$ cat src/rtl/fbw_pkg.sv
package fbw_pkg;

  // Page/rotate register contents
  typedef struct packed {
    logic       rotate;
    logic [1:0] page;
  } view_cfg_t;

  // Bus connection register contents
  typedef struct packed {
    logic ram_en;
    logic seg_sel;
  } bus_cfg_t;

  // Index into the four-entry segment choice: {select, jumper}
  function automatic logic [1:0] seg_index(input logic sel, input logic jumper);
    return {sel, jumper};
  endfunction

endpackage

$ cat src/rtl/fbw_ctrl_regs.sv
module fbw_ctrl_regs #(
  parameter int PAGE_W = 2
) (
  input  logic              clk,
  input  logic              rst,
  input  logic              ctl0_we,
  input  logic [PAGE_W:0]   ctl0_wdata,
  input  logic              ctl1_we,
  input  logic [1:0]        ctl1_wdata,
  output logic [PAGE_W-1:0] page,
  output logic              rotate,
  output logic              seg_sel,
  output logic              ram_en
);

  logic [PAGE_W-1:0] page_q;
  logic              rotate_q;
  logic              seg_sel_q;
  logic              ram_en_q;

  always_ff @(posedge clk) begin
    if (rst) begin
      page_q   <= '0;
      rotate_q <= 1'b0;
    end else if (ctl0_we) begin
      page_q   <= ctl0_wdata[PAGE_W-1:0];
      rotate_q <= ctl0_wdata[PAGE_W];
    end
  end

  always_ff @(posedge clk) begin
    if (rst) begin
      seg_sel_q <= 1'b0;
      ram_en_q  <= 1'b0;
    end else if (ctl1_we) begin
      seg_sel_q <= ctl1_wdata[0];
      ram_en_q  <= ctl1_wdata[1];
    end
  end

  assign page    = page_q;
  assign rotate  = rotate_q;
  assign seg_sel = seg_sel_q;
  assign ram_en  = ram_en_q;

endmodule

$ cat src/rtl/fbw_window_decode.sv
module fbw_window_decode
  import fbw_pkg::*;
#(
  parameter int         SEG_W     = 4,
  parameter logic [3:0] SEG_S0_DN = 4'hA,
  parameter logic [3:0] SEG_S0_UP = 4'hB,
  parameter logic [3:0] SEG_S1_DN = 4'hD,
  parameter logic [3:0] SEG_S1_UP = 4'hE
) (
  input  logic [SEG_W-1:0] addr_seg,
  input  logic             seg_sel,
  input  logic             jumper_up,
  input  logic             ram_en,
  input  logic             rd,
  input  logic             wr,
  output logic             hit
);

  localparam int NCHOICE = 4;

  logic [SEG_W-1:0] choice [NCHOICE];
  logic [SEG_W-1:0] base_seg;

  // Table of candidate segments, indexed by {select, jumper}
  generate
    for (genvar k = 0; k < NCHOICE; k++) begin : g_choice
      localparam logic [3:0] SEGV = (k == 0) ? SEG_S0_DN :
                                    (k == 1) ? SEG_S0_UP :
                                    (k == 2) ? SEG_S1_DN : SEG_S1_UP;
      assign choice[k] = SEGV[SEG_W-1:0];
    end
  endgenerate

  assign base_seg = choice[seg_index(seg_sel, jumper_up)];
  assign hit      = ram_en && (rd || wr) && (addr_seg == base_seg);

endmodule

$ cat src/rtl/fbw_addr_former.sv
module fbw_addr_former #(
  parameter int OFF_W  = 16,
  parameter int PAGE_W = 2
) (
  input  logic [PAGE_W-1:0]       page,
  input  logic [OFF_W-1:0]        offset,
  input  logic                    rotate,
  output logic [PAGE_W+OFF_W-1:0] fs_addr
);

  localparam int LIN_W  = PAGE_W + OFF_W;
  localparam int HALF_W = LIN_W / 2;

  logic [LIN_W-1:0] lin;
  logic [LIN_W-1:0] swapped;

  assign lin = {page, offset};

  // Exchange the two halves: row index and column index trade places
  generate
    for (genvar i = 0; i < HALF_W; i++) begin : g_swap
      assign swapped[i]          = lin[i + HALF_W];
      assign swapped[i + HALF_W] = lin[i];
    end
  endgenerate

  assign fs_addr = rotate ? swapped : lin;

endmodule

$ cat src/rtl/fbw_window_mapper.sv
module fbw_window_mapper #(
  parameter int         ADDR_W    = 20,
  parameter int         DATA_W    = 8,
  parameter int         PAGE_W    = 2,
  parameter logic [3:0] SEG_S0_DN = 4'hA,
  parameter logic [3:0] SEG_S0_UP = 4'hB,
  parameter logic [3:0] SEG_S1_DN = 4'hD,
  parameter logic [3:0] SEG_S1_UP = 4'hE
) (
  input  logic                     clk,
  input  logic                     rst,
  input  logic                     ctl0_we,
  input  logic [PAGE_W:0]          ctl0_wdata,
  input  logic                     ctl1_we,
  input  logic [1:0]               ctl1_wdata,
  input  logic                     jumper_up,
  input  logic [ADDR_W-1:0]        host_addr,
  input  logic                     host_rd,
  input  logic                     host_wr,
  input  logic [DATA_W-1:0]        host_wdata,
  input  logic [DATA_W-1:0]        fs_rdata,
  output logic [PAGE_W+ADDR_W-5:0] fs_addr,
  output logic                     fs_we,
  output logic                     fs_re,
  output logic [DATA_W-1:0]        fs_wdata,
  output logic                     host_hit,
  output logic [DATA_W-1:0]        host_rdata
);

  localparam int SEG_W = 4;
  localparam int OFF_W = ADDR_W - SEG_W;

  logic [PAGE_W-1:0] page;
  logic              rotate;
  logic              seg_sel;
  logic              ram_en;

  fbw_ctrl_regs #(.PAGE_W(PAGE_W)) regs_i (
    .clk        (clk),
    .rst        (rst),
    .ctl0_we    (ctl0_we),
    .ctl0_wdata (ctl0_wdata),
    .ctl1_we    (ctl1_we),
    .ctl1_wdata (ctl1_wdata),
    .page       (page),
    .rotate     (rotate),
    .seg_sel    (seg_sel),
    .ram_en     (ram_en)
  );

  fbw_window_decode #(
    .SEG_W     (SEG_W),
    .SEG_S0_DN (SEG_S0_DN),
    .SEG_S0_UP (SEG_S0_UP),
    .SEG_S1_DN (SEG_S1_DN),
    .SEG_S1_UP (SEG_S1_UP)
  ) decode_i (
    .addr_seg  (host_addr[ADDR_W-1:OFF_W]),
    .seg_sel   (seg_sel),
    .jumper_up (jumper_up),
    .ram_en    (ram_en),
    .rd        (host_rd),
    .wr        (host_wr),
    .hit       (host_hit)
  );

  fbw_addr_former #(.OFF_W(OFF_W), .PAGE_W(PAGE_W)) former_i (
    .page    (page),
    .offset  (host_addr[OFF_W-1:0]),
    .rotate  (rotate),
    .fs_addr (fs_addr)
  );

  // Write takes priority when both strobes are present
  assign fs_we      = host_hit && host_wr;
  assign fs_re      = host_hit && host_rd && !host_wr;
  assign fs_wdata   = host_wdata;
  assign host_rdata = fs_re ? fs_rdata : '0;

endmodule

$ cat config.mk
export PLATFORM = sky130hd
export DESIGN_NAME = fbw_window_mapper
export DESIGN_NICKNAME = d
export VERILOG_FILES = /design/src/rtl/fbw_pkg.sv /design/src/rtl/fbw_ctrl_regs.sv /design/src/rtl/fbw_window_decode.sv /design/src/rtl/fbw_addr_former.sv /design/src/rtl/fbw_window_mapper.sv
export SDC_FILE = /design/constraint.sdc
export NUM_CORES = 1
export LEC_CHECK = 0
export ABC_AREA = 0
export CORE_AREA = 2 2 39 41
export CTS_CLUSTER_DIAMETER = 40
export DETAILED_ROUTE_END_ITERATION = 6
export DIE_AREA = 0 0 41 43
export DONT_BUFFER_PORTS = 1
export PLACE_DENSITY = 0.68
export RECOVER_POWER = 25
export SLEW_MARGIN = 25
export SYNTH_ARGS = -nofsm -noshare
export SYNTH_HDL_FRONTEND = slang
export SYNTH_SLANG_ARGS = --single-unit
$ cat constraint.sdc
create_clock -name clk -period 3.3 [get_ports clk]
set_input_delay 0.165 -clock clk [delete_from_list [all_inputs] [get_ports clk]]
set_output_delay 0.165 -clock clk [all_outputs]
set_load 0.02 [all_outputs]
### Yosys cells after proc, flatten, opt, wreduce, memory -nomap -nowiden

Index checks and enable logic that the tools add are counted.

* register bits after elaboration: 5
* output and inout port bits: 37
* input bits: 48

* muxes and demuxes: 5
* eq/ne operators: 1
* bitwise gates (word level): 1
* magnitude comparators: 1
* reduce and logical (&&, ||, !) cells: 7

Operator list (number)
* 18-bit two-way mux: 1
* 4-bit binary-select mux with 2-bit select: 1
* 4-bit two-way mux: 2
* 8-bit two-way mux: 1
* 1-bit logical AND: 5
* 4-bit == test: 1
* 3-bit >= comparator (second input constant): 1
* 2-bit NOT with 3-bit output: 1
* 1-bit zero test: 1
* 1-bit logical OR: 1

### Longest topological paths before layout

Gate-level depths: netlist (run 1).

* word-level depth: 9
* mapped depth: 6
* depth with buffers taken out: 5

### By module

From an unflattened synthesis (run 1), not the netlist that was laid out.

* cells, all modules: 60
* area total of the unflattened synthesis: 659.4 um2

By module, submodules not included
* fbw_addr_former: cells an instance 20, instances 1, seq. area each 0.0 um2, area each 271.5 um2
* fbw_ctrl_regs: cells an instance 15, instances 1, seq. area each 100.1 um2, area each 168.9 um2
* fbw_window_mapper: cells an instance 18, instances 1, seq. area each 0.0 um2, area each 156.4 um2
* fbw_window_decode: cells an instance 7, instances 1, seq. area each 0.0 um2, area each 62.6 um2

### Least setup slack after synthesis (run 1)

Ideal clock, no wire load.

* kind: reg2out
* from: reg regs_i.seg_sel_q, in the netlist regs_i.seg_sel
* to: out fs_re
* data arrival time: 1452 ps
* slack: 1683 ps
* data required time: 3135 ps
* stages on the path, launching flop included: 5
* buffers on the path: 0
* cell sequence: dfxtp_1 ha_1 xor2_1 o2111ai_1 nor3b_1

* word-level cells in the longest chain between the ends: 8

Ends and longest elaborated chain
* start: declaration: RTL line fbw_ctrl_regs.sv:18 `logic seg_sel_q;`
* start signal: assignment: RTL line fbw_ctrl_regs.sv:36 `seg_sel_q <= ctl1_wdata[0];`
* 2-bit NOT with 3-bit output (implied by the code): RTL line fbw_window_decode.sv:34 `assign base_seg = choice[seg_index(seg_sel, jumper_up)];`
* 4-bit binary-select mux with 2-bit select: RTL line fbw_window_decode.sv:34
* 4-bit two-way mux (implied by the code) (2 in series): RTL line fbw_window_decode.sv:34
* 4-bit == test: RTL line fbw_window_decode.sv:35 `assign hit = ram_en && (rd || wr) && (addr_seg == base_seg);`
* 1-bit logical AND: RTL line fbw_window_decode.sv:35
* 1-bit logical AND (2 in series): RTL line fbw_window_mapper.sv:76 `assign fs_re = host_hit && host_rd && !host_wr;`
* end: declaration: RTL line fbw_window_mapper.sv:24 `output logic fs_re,`

Every way passes these cells. The select of a mux whose other input is x is not followed.

### Worst setup path in the final report (run 1)

Ends and elaborated chain as after synthesis.

==> impl_summary.log, run 1 <==
INFO  metric detailedRoute.firstIterationViolations = 1
INFO  metric end_point_of_the_critical_path = fs_re
INFO  metric share_of_synthesized_flip_flops_with_an_asynchronous_set_or_reset = 0%
INFO  metric cp.arrival = 2.07 ns
INFO  metric multi_input_comb_area = 468 um^2
INFO  metric setup_tns = 0 ns
INFO  metric drv.max_cap_violation_count = 0
INFO  metric internal_power = 0.138 mW
INFO  metric avgSynthCellArea = 8.95 um^2
INFO  metric coreArea = 1380 um^2
INFO  metric hold_violations = 0
INFO  metric layout.filler_cells = 148
INFO  metric post_cts_setup_buffer_count = 0
INFO  metric total_net_switching_power = 0.0773 mW
INFO  metric launching_element_of_the_worst_setup_path = regs_i.seg_sel$_SDFFE_PP0P_
INFO  metric final-seq-area = 100 um^2
INFO  metric synth-seq-cells = 5
INFO  metric synth_top_family_by_area = multiplexers
INFO  metric synthAdderAreaFrac = 1.92%
INFO  metric place.port_buffers = 0
INFO  metric globalRoute.totalOverflow = 0
INFO  metric antenna_cells = 0
INFO  metric leak_pwr = 0.213 nW
INFO  metric drt-pass1-iter-count = 2
INFO  metric ys_top_cells_by_area = sky130_fd_sc_hd__mux2_2 (31%), sky130_fd_sc_hd__dfxtp_1 (15%), sky130_fd_sc_hd__nor3_2 (12%)
INFO  metric postSynthNetCount = 122
INFO  metric met3_usage = 4.71%
INFO  metric cts_tree = yes
INFO  metric r2r-start = regs_i.rotate$_SDFFE_PP0P_
INFO  metric gr_util_all_layers = 14.1%
INFO  metric period_minus_slack = 2.24 ns
INFO  metric finalClockSkew = 0 ns
INFO  metric die_width = 41 um
INFO  metric slew_viol_final = 0
INFO  metric rrSetupSlack = 2.18 ns
INFO  metric routed_wl = 1260 um
INFO  metric tightest_slew = 0.727 ns
INFO  metric proportion_of_synthesized_area_in_mux_cells = 38.7%
INFO  metric cts-buffers-inserted = 3
INFO  metric seq_power_share = 32.9%
INFO  metric yosys.cell_types.count = 19
INFO  metric grt_pass1_wl = 1700 um
INFO  metric routabilityCongestion = 0.673
INFO  metric layout.nets = 116
INFO  metric grt_util_met1 = 14.5%
INFO  metric grt_use_met2 = 22.2%
INFO  metric detail-route-antenna-nets = 0
INFO  metric worst_path_largest_cell_delay = 0.68 ns
INFO  metric ctsRootBufferMaster = sky130_fd_sc_hd__clkbuf_4
INFO  metric cts_max_level = 1
INFO  metric outcome = finished clean
INFO  metric layout_worst_path_cycle_share = 67.8%
INFO  metric die_h = 43 um
INFO  metric yosys-top-cells-count = sky130_fd_sc_hd__mux2_2 (18), sky130_fd_sc_hd__buf_4 (9), sky130_fd_sc_hd__nand2_1 (8), sky130_fd_sc_hd__nor3_2 (8), sky130_fd_sc_hd__nor2_1 (7)
INFO  metric placement.setup.worst_slack = 1.09 ns
INFO  metric simple_gate_area_share_of_the_yosys_netlist = 24.7%
INFO  metric rsz_0062_raised_after_global_routing = no
INFO  metric synthesis.instances = 73
INFO  metric num_vias = 484
INFO  metric final_layout_size_suffix_gt1_share = 47.0%
INFO  metric dieArea = 1760 um^2
INFO  metric row_count = 14
INFO  metric worst_ep_required_time = 3.13 ns
INFO  metric clock-sinks = 5
INFO  metric worst-path-max-fanout = 11
INFO  metric power_switching_share = 35.9%
INFO  metric reg2regPathDepth = 2
INFO  metric synth_top_area_share = 31.0%
INFO  metric pwr-share-clk = 33.3%
INFO  metric post-synth-top-count-cell = sky130_fd_sc_hd__mux2_2
INFO  metric detail_route.wl_per_cell = 15.3 um
INFO  metric remaining_drc_errors = 0
INFO  metric cts.reportedPaths.clkPinSlew = 0.04 ns
INFO  metric maximum_number_of_pins_on_one_net_before_global_route_repair = 20
INFO  metric critical_path.slowest_cell = sky130_fd_sc_hd__nor3b_1
INFO  metric cts.path.max_buffers = 2
INFO  metric io_pins = 85
INFO  metric grt.busiest_layer = met2
INFO  metric critical_path.cell_chain = ha_1 > xor2_1 > o2111ai_2 > nor3b_1
INFO  metric crit_cells = 4
INFO  metric area.growth.synth_to_final = -3.83%
INFO  metric clock_insertion_delay_worst_skew = 0.24 ns
INFO  metric relSlewSlack = 51.5%
INFO  metric critPathTopFamily = simple AND/OR/NAND/NOR gates
INFO  metric post_synth_xor_area_fraction = 4.02%
INFO  metric ys_warn_count = 0
INFO  metric antenna_found_initial = 0
INFO  metric post_cts.resized_instances = 0
INFO  metric synth_compound_gate_area_share = 1.34%
INFO  metric syn_area = 653 um^2
INFO  metric share_of_synthesized_area_occupied_by_flip_flops_and_latches = 15.3%
INFO  metric min_path_type = input port to flip-flop
INFO  metric proportion_of_power_drawn_by_combinational_gates = 33.8%
INFO  metric synth_area_leader_cell = sky130_fd_sc_hd__mux2_2
INFO  metric timing.critical_path.from_type = flip-flop
INFO  metric power-per-cell-area = 343 nW/um^2
INFO  metric timing.final.ws_setup = 1.06 ns
INFO  metric timing.final.setup_violations = 0
INFO  metric synth_edf_count = 0
INFO  metric via_cell_ratio = 5.90
INFO  metric worst_setup_path_end_kind = output pin
INFO  metric rr_endpoint = regs_i.rotate$_SDFFE_PP0P_
INFO  metric worst-path-buf-inv = 0
INFO  metric synth_ff_type = sky130_fd_sc_hd__dfxtp_1
INFO  metric crit_type = flip-flop to output pin
INFO  metric fmax = 0.447 GHz
INFO  metric vdd.ir_drop.worst = 178 uV
INFO  metric floorplan.initialDensity = 47.2%
INFO  metric first_global_vias = 429
==> registers in the layout (all words and copies together) (netlist names) <==
name            cells
regs_i.page         2
regs_i.seg_sel      1
regs_i.ram_en       1
regs_i.rotate       1
==> worst min-delay path by stage <==
| stage | startpoint | to | slack, ns | cells past startpoint |
|---|---|---|---|---|
| 2_1_floorplan | rst | regs_i.page[0]$_SDFFE_PP0P_ | 0.24 | 1 |
| 3_3_place_gp | rst | regs_i.page[1]$_SDFFE_PP0P_ | 0.24 | 1 |
| 3_5_place_dp | rst | regs_i.rotate$_SDFFE_PP0P_ | 0.24 | 1 |
| 4_1_cts | ctl0_wdata[0] | regs_i.page[0]$_SDFFE_PP0P_ | 0.07 | 2 |
| 5_1_grt | ctl0_wdata[2] | regs_i.rotate$_SDFFE_PP0P_ | 0.08 | 2 |
| 6_report | ctl0_wdata[0] | regs_i.page[0]$_SDFFE_PP0P_ | 0.08 | 2 |
==> area by class of cell <==
cell class,instances,area share (%)
inverter,1,0.598
sequential,5,15.9
multi-input combinational,55,74.5
tap,16,3.19
timing repair buffer,1,1.59
clock buffer,4,4.18
==> kinds of logic after synthesis <==
logic type / after synthesis
AND/OR/NAND/NOR: 27
multiplexers: 23
buffers and inverters: 13
flip-flops: 5
XOR/XNOR: 3
AO/OA/AOI/OAI: 1
adder cells (fa/ha/maj): 1
==> layout by cell type, fill, tap and decap left out, drive strengths merged <==
cell type	netlist	layout
dlygate4sd3	0	1
mux2	18	18
inv	1	1
nand3	1	1
nor2b	1	1
nand2	9	9
dfxtp	5	5
xnor2	1	1
mux2i	5	5
nor3b	1	1
o2111ai	1	1
clkbuf	0	4
ha	1	1
nor3	8	8
nor2	7	7
xor2	2	2
==> worst register-to-register path, cell delays in order, from the launching register on <==
cell                      delay (ns)
sky130_fd_sc_hd__dfxtp_1        0.78
sky130_fd_sc_hd__mux2i_1        0.16
sky130_fd_sc_hd__nor2_1         0.11
==> power groups by stage <==
stage	Sequential, mW	Combinational (mW)	Clock [mW]
after floorplan	0.0669	0.0864	0
after global placement	0.0712	0.0699	0
after detailed placement	0.0717	0.0712	0
after CTS	0.0707	0.0730	0.0746
after global routing	0.0714	0.0787	0.0786
final	0.0707	0.0728	0.0717
==> stage by stage <==
| stage | util, % | std cells | hold slack, ns | instance area [um^2] | total power [mW] |
|---|---|---|---|---|---|
| 2_1_floorplan | - | 73 | 0.237 | 653 | 0.153 |
| 3_3_place_gp | 42.3 | 77 | 0.238 | 586 | 0.141 |
| 3_5_place_dp | 42.3 | 77 | 0.240 | 586 | 0.143 |
| 4_1_cts | 44.9 | 82 | 0.0727 | 622 | 0.218 |
| 5_1_grt | 45.4 | 82 | 0.0846 | 628 | 0.229 |
| 6_report | 45.4 | 82 | 0.0763 | 628 | 0.215 |
==> repair_timing <==
action                                 in CTS  in global routing
setup endpoints to repair                   0                  0
hold buffers                                1                  0
endpoints found under the hold margin       5                  0
==> per-layer routing <==
metal / wire length [um] / share of wire, % / vias to the layer above
li1: - / - / 229
met1: 413 / 33 / 213
met2: 633 / 50 / 40
met3: 191 / 15 / 2
met4: 17 / 1.4 / 0
met5: 0 / 0 / -
(Power assumes the default switching activity.)
==> run 2: changes to the inputs <==
--- a/config.mk
+++ b/config.mk
@@ -5,13 +5,13 @@
 export SDC_FILE = /design/constraint.sdc
 export NUM_CORES = 1
 export LEC_CHECK = 0
-export ABC_AREA = 0
+export ABC_AREA = 1
 export CORE_AREA = 2 2 39 41
 export CTS_CLUSTER_DIAMETER = 40
 export DETAILED_ROUTE_END_ITERATION = 6
 export DIE_AREA = 0 0 41 43
 export DONT_BUFFER_PORTS = 1
-export PLACE_DENSITY = 0.68
+export PLACE_DENSITY = 0.67
 export RECOVER_POWER = 25
 export SLEW_MARGIN = 25
 export SYNTH_ARGS = -nofsm -noshare
==> constraint.sdc (replaced) <==
create_clock -name clk -period 2.09 [get_ports clk]
set_input_delay 0.1045 -clock clk [delete_from_list [all_inputs] [get_ports clk]]
set_output_delay 0.1045 -clock clk [all_outputs]
set_load 0.02 [all_outputs]
==> impl_summary.log, run 2 <==
INFO  metric dpl.hpwl = 1150 um
INFO  metric synth_area_leader_cell = sky130_fd_sc_hd__inv_1
INFO  metric num_vias = 667
INFO  metric cts_max_level = 1
INFO  metric synth_ff_type = sky130_fd_sc_hd__dfxtp_1
INFO  metric rsz_0062_raised_after_global_routing = no
INFO  metric slew_viol_final = 0
INFO  metric final_layout_size_suffix_gt1_share = 7.38%
INFO  metric post_cts_setup_buffer_count = 0
INFO  metric post_cts.resized_instances = 0
INFO  metric vdd.ir_drop.worst = 312 uV
INFO  metric finalClockSkew = 0 ns
INFO  metric dieArea = 1760 um^2
INFO  metric yosys-top-cells-count = sky130_fd_sc_hd__inv_1 (30), sky130_fd_sc_hd__nand2_1 (30), sky130_fd_sc_hd__nor2_1 (20)
INFO  metric critPathTopFamily = simple AND/OR/NAND/NOR gates
INFO  metric io_pins = 85
INFO  metric synth_edf_count = 0
INFO  metric rr_endpoint = regs_i.ram_en$_SDFFE_PP0P_
INFO  metric globalRoute.totalOverflow = 0
INFO  metric synthesis.instances = 125
INFO  metric yosys.cell_types.count = 13
INFO  metric detail-route-antenna-nets = 0
INFO  metric power-per-cell-area = 518 nW/um^2
INFO  metric routabilityCongestion = 0.722
INFO  metric timing.critical_path.from_type = flip-flop
INFO  metric layout_worst_path_cycle_share = 82.0%
INFO  metric synth-seq-cells = 5
INFO  metric period_minus_slack = 1.71 ns
INFO  metric worst_path_largest_cell_delay = 0.33 ns
INFO  metric cts_tree = yes
INFO  metric rrSetupSlack = 0.97 ns
INFO  metric maximum_number_of_pins_on_one_net_before_global_route_repair = 23
INFO  metric die_h = 43 um
INFO  metric holdPathStages = 2
INFO  metric outcome = finished clean
INFO  metric row_count = 14
INFO  metric drt-pass1-iter-count = 3
INFO  metric worst-path-max-fanout = 9
INFO  metric via_cell_ratio = 4.83
INFO  metric grt_pass1_wl = 1940 um
INFO  metric antenna_cells = 0
INFO  metric share_of_synthesized_area_occupied_by_flip_flops_and_latches = 15.5%
INFO  metric cp.arrival = 1.61 ns
INFO  metric detail_route.wl_per_cell = 10.3 um
INFO  metric launching_element_of_the_worst_setup_path = regs_i.seg_sel$_SDFFE_PP0P_
INFO  metric clock-sinks = 5
INFO  metric critical_path.cell_chain = ha_1 > inv_1 > nand2_1 > nand2_1 > nor2_2 > nand3_4 > nor2_1
INFO  metric fmax = 0.584 GHz
INFO  metric place.port_buffers = 0
INFO  metric layout.filler_cells = 153
INFO  metric syn_area = 644 um^2
INFO  metric postSynthNetCount = 174
INFO  metric cts.reportedPaths.clkPinSlew = 0.04 ns
INFO  metric setup_tns = 0 ns
INFO  metric timing.final.setup_violations = 0
INFO  metric worst_setup_path_end_kind = output pin
INFO  metric highest_count_cells_in_the_layout_ignoring_fill_and_taps = sky130_fd_sc_hd__inv_1 (30), sky130_fd_sc_hd__nand2_1 (30), sky130_fd_sc_hd__nor2_1 (20)
INFO  metric reg2regPathDepth = 3
INFO  metric coreArea = 1380 um^2
INFO  metric path_common_cell = sky130_fd_sc_hd__nand2_1
INFO  metric ys_warn_count = 0
INFO  metric hold_violations = 0
INFO  metric avgSynthCellArea = 5.15 um^2
INFO  metric r2r-start = regs_i.ram_en$_SDFFE_PP0P_
INFO  metric crit_type = flip-flop to output pin
INFO  metric die_width = 41 um
INFO  metric layout.nets = 172
INFO  metric worst_ep_required_time = 1.99 ns
INFO  metric critical_path.slowest_cell = sky130_fd_sc_hd__nor2_1
INFO  metric cts-buffers-inserted = 3
INFO  metric detailedRoute.firstIterationViolations = 9
INFO  metric drv.max_cap_violation_count = 0
INFO  metric area.growth.synth_to_final = 1.75%
INFO  metric min_path_type = input port to flip-flop
INFO  metric cts.path.max_buffers = 2
INFO  metric ys_top_cells_by_area = sky130_fd_sc_hd__inv_1 (17%), sky130_fd_sc_hd__nand2_1 (17%), sky130_fd_sc_hd__dfxtp_1 (16%)
INFO  metric min_from = ctl0_wdata[0]
INFO  metric leak_pwr = 0.391 nW
INFO  metric ctsRootBufferMaster = sky130_fd_sc_hd__clkbuf_4
INFO  metric clock_insertion_delay_worst_skew = 0.25 ns
INFO  metric largest_register_ff_count = 2
INFO  metric relSlewSlack = 49.8%
INFO  metric synth_top_area_share = 17.5%
INFO  metric report.power.total = 0.339 mW
INFO  metric first_global_vias = 533
INFO  metric tightest_slew = 0.745 ns
INFO  metric gr_util_all_layers = 16.7%
INFO  metric share_of_synthesized_flip_flops_with_an_asynchronous_set_or_reset = 0%
INFO  metric remaining_drc_errors = 0
INFO  metric worst-path-buf-inv = 1
INFO  metric floorplan.initialDensity = 46.6%
INFO  metric routed_wl = 1420 um
INFO  metric antenna_found_initial = 0
INFO  metric worstHoldEndpoint = regs_i.page[0]$_SDFFE_PP0P_
-- run 2: through the flow --
| step | area, um^2 | std cells | hold slack (ns) | utilization (%) | setup WS [ns] |
|---|---|---|---|---|---|
| 2_1_floorplan | 644 | 125 | 0.174 | - | 0.707 |
| 3_3_place_gp | 599 | 131 | 0.176 | 43.3 | 0.661 |
| 3_5_place_dp | 599 | 131 | 0.177 | 43.3 | 0.626 |
| 4_1_cts | 656 | 138 | 0.00352 | 47.4 | 0.359 |
| 5_1_grt | 656 | 138 | 0.0188 | 47.4 | 0.206 |
| 6_report | 656 | 138 | 0.00601 | 47.4 | 0.377 |
-- run 2: power by group --
| part | internal (mW) | switching (mW) | total [mW] |
|---|---|---|---|
| Sequential | 0.101 | 0.00366 | 0.105 |
| Combinational | 0.0317 | 0.0868 | 0.118 |
| Clock | 0.0724 | 0.0436 | 0.116 |
-- run 2: how the worst max path moves through the flow --
| stage | to | slack (ns) | depth (start not counted) |
|---|---|---|---|
| 2_1_floorplan | host_rdata[0] | 0.71 | 7 |
| 4_1_cts | host_rdata[7] | 0.36 | 7 |
| 5_1_grt | host_rdata[2] | 0.21 | 7 |
| 3_3_place_gp | host_rdata[3] | 0.66 | 7 |
| 6_report | host_rdata[7] | 0.38 | 7 |
| 3_5_place_dp | host_rdata[7] | 0.63 | 7 |
-- run 2: metal layers --
layer  track usage, %  wire length (um)  part of all wire [%]  vias up
met5                0                 0                     0        -
li1                 -                 -                     -      353
met2             30.0               691                    49       50
met1             12.5               477                    34      256
met4             15.3                68                   4.8        0
met3             4.19               183                    13        8
-- run 2: worst reg2reg max path, cell delays in order (launching register included) --
cell and delay (ns):
sky130_fd_sc_hd__dfxtp_1 0.32, sky130_fd_sc_hd__nand2_1 0.05, sky130_fd_sc_hd__a21oi_1 0.12, sky130_fd_sc_hd__dlygate4sd3_1 0.57
-- run 2: cell families after synthesis --
group | Yosys count | share of synthesized area [%]
flops | 5 | 15.5
simple gates | 53 | 33.8
fa+ha+maj | 1 | 1.94
buf+inv | 43 | 30.5
compound gates | 23 | 18.3
-- run 2: what timing repair did --
action                                  in CTS  in global routing
endpoints found under the setup margin       0                  0
endpoints found under the hold margin        5                  0
hold buffers                                 3                  0
-- run 2: layout make-up --
| class | instances | area [um^2] | area share (%) |
|---|---|---|---|
| sequential | 5 | 100 | 15.3 |
| timing repair buffer | 5 | 45.0 | 6.87 |
| clock buffer | 4 | 26.3 | 4.01 |
| inverter | 31 | 116 | 17.7 |
| tap | 16 | 20.0 | 3.05 |
| multi-input combinational | 77 | 348 | 53.1 |
==> run 3: changes to the inputs <==
==> constraint.sdc (replaced) <==
create_clock -name clk -period 1.8 [get_ports clk]
set_input_delay 0.09 -clock clk [delete_from_list [all_inputs] [get_ports clk]]
set_output_delay 0.09 -clock clk [all_outputs]
set_load 0.02 [all_outputs]
==> impl_summary.log, run 3 (synthesis gave the netlist of run 2 again) <==
INFO  metric power-per-cell-area = 567 nW/um^2
INFO  metric setup_tns = 0 ns
INFO  metric remaining_drc_errors = 0
INFO  metric cts_max_level = 1
INFO  metric routed_wl = 1610 um
INFO  metric clock_insertion_delay_worst_skew = 0.24 ns
INFO  metric coreArea = 1380 um^2
INFO  metric floorplan.initialDensity = 46.6%
INFO  metric layout.filler_cells = 147
INFO  metric timing.critical_path.from_type = flip-flop
INFO  metric critical_path.cell_chain = ha_1 > inv_1 > nand2_1 > nand2_1 > nor2_2 > nand3_4 > nor2_1
INFO  metric layout_worst_path_cycle_share = 93.8%
INFO  metric routabilityCongestion = 0.721
INFO  metric path_common_cell = sky130_fd_sc_hd__nand2_1
INFO  metric final-seq-area = 100 um^2
INFO  metric final_layout_size_suffix_gt1_share = 10.0%
INFO  metric first_global_vias = 566
INFO  metric io_pins = 85
INFO  metric clock-sinks = 5
INFO  metric antenna_found_initial = 0
INFO  metric maximum_number_of_pins_on_one_net_before_global_route_repair = 37
INFO  metric vdd.ir_drop.worst = 327 uV
INFO  metric die_width = 41 um
INFO  metric worst_ep_required_time = 1.71 ns
INFO  metric detail-route-antenna-nets = 0
INFO  metric cts-buffers-inserted = 3
INFO  metric cts.path.max_buffers = 2
INFO  metric worst_path_largest_cell_delay = 0.33 ns
INFO  metric detail_route.wl_per_cell = 11.0 um
INFO  metric globalRoute.totalOverflow = 0
INFO  metric report.power.total = 0.411 mW
INFO  metric cp.arrival = 1.60 ns
INFO  metric multi_input_comb_area = 348 um^2
INFO  metric rsz_0062_raised_after_global_routing = yes
INFO  metric place.port_buffers = 0
INFO  metric area.growth.synth_to_final = 12.6%
INFO  metric holdWs = 0.0141 ns
INFO  metric fmax = 0.592 GHz
INFO  metric grt_pass1_wl = 2060 um
INFO  metric drv.max_cap_violation_count = 0
INFO  metric finalClockSkew = 0 ns
INFO  metric critical_path.slowest_cell = sky130_fd_sc_hd__nor2_1
INFO  metric ctsRootBufferMaster = sky130_fd_sc_hd__clkbuf_4
INFO  metric largest_register_ff_count = 2
INFO  metric row_count = 14
INFO  metric worst-path-max-fanout = 9
INFO  metric highest_count_cells_in_the_layout_ignoring_fill_and_taps = sky130_fd_sc_hd__inv_1 (30), sky130_fd_sc_hd__nand2_1 (30), sky130_fd_sc_hd__nor2_1 (20)
INFO  metric antenna_cells = 0
INFO  metric via_cell_ratio = 4.86
INFO  metric timing.final.setup_violations = 0
INFO  metric leak_pwr = 0.425 nW
INFO  metric post_cts.resized_instances = 0
INFO  metric layout.nets = 180
INFO  metric crit_type = flip-flop to output pin
INFO  metric num_vias = 710
INFO  metric gr_util_all_layers = 17.5%
INFO  metric hold_violations = 0
INFO  metric min_path_type = input port to flip-flop
INFO  metric dieArea = 1760 um^2
INFO  metric dpl.hpwl = 1150 um
INFO  metric detailedRoute.firstIterationViolations = 9
INFO  metric die_h = 43 um
INFO  metric slew_viol_final = 0
INFO  metric period_minus_slack = 1.69 ns
INFO  metric fin_util = 52.4%
INFO  metric relSlewSlack = 57.1%
INFO  metric drt-pass1-iter-count = 4
INFO  metric outcome = finished clean
INFO  metric worst_setup_path_end_kind = output pin
INFO  metric tightest_slew = 0.637 ns
INFO  metric cts.reportedPaths.clkPinSlew = 0.04 ns
INFO  metric cts_tree = yes
[run 3: cell count changes in the layout (fill, tap and decap cells not counted)]
cell	before	now
sky130_fd_sc_hd__buf_4	2	6
sky130_fd_sc_hd__dlygate4sd3_1	3	7
[run 3: per-layer routing]
| metal | vias up | part of all wire [%] | GRT usage, % |
|---|---|---|---|
| li1 | 368 | - | - |
| met1 | 289 | 35 | 14.4 |
| met3 | 4 | 11 | 5.24 |
| met2 | 49 | 52 | 30.9 |
| met4 | 0 | 2.1 | 14.0 |
| met5 | - | 0 | 0 |
[run 3: through the flow]
step,area [um^2],instances,setup WS (ns)
finish,726,146,0.111
global route,726,146,-0.0596
CTS,706,144,0.0943
detailed placement,629,135,0.354
global placement,629,135,0.387
floorplan,644,125,0.432
[run 3: path summary, 6_finish.rpt]
check                              start                           to  slack [ns]  cells past startpoint
max          regs_i.seg_sel$_SDFFE_PP0P_                host_rdata[6]        0.11                      7
min                        ctl0_wdata[0]  regs_i.page[0]$_SDFFE_PP0P_        0.01                      2
max reg2reg  regs_i.page[1]$_SDFFE_PP0P_  regs_i.page[1]$_SDFFE_PP0P_        0.66                      3
min reg2reg   regs_i.ram_en$_SDFFE_PP0P_   regs_i.ram_en$_SDFFE_PP0P_        0.47                      2
[run 3: area by class of cell]
class | count | area share [%]
inverters | 31 | 16.0
well taps | 16 | 2.76
multi-input cells | 77 | 47.9
flip-flops and latches | 5 | 13.8
clock buffers | 4 | 3.62
repair buffers | 13 | 15.9
[run 3: worst max-delay path, delay by kind of cell (launching register included)]
kind / cells / cell delay, ns
fa+ha+maj: 1 / 0.29
buf+inv: 1 / 0.04
flops: 1 / 0.32
simple gates: 5 / 0.69
[run 3: timing repair]
action                                 CTS  global route
hold buffers                             5             2
buffers inserted                         0             0
setup endpoints to repair                0             8
endpoints found under the hold margin    5             2
[run 3: power breakdown]
group / leakage (nW) / switching, mW / internal [mW]
Sequential: 0.0413 / 0.00456 / 0.118
Combinational: 0.369 / 0.106 / 0.0522
Clock: 0.0150 / 0.0471 / 0.0839
Total: 0.425 / 0.157 / 0.254
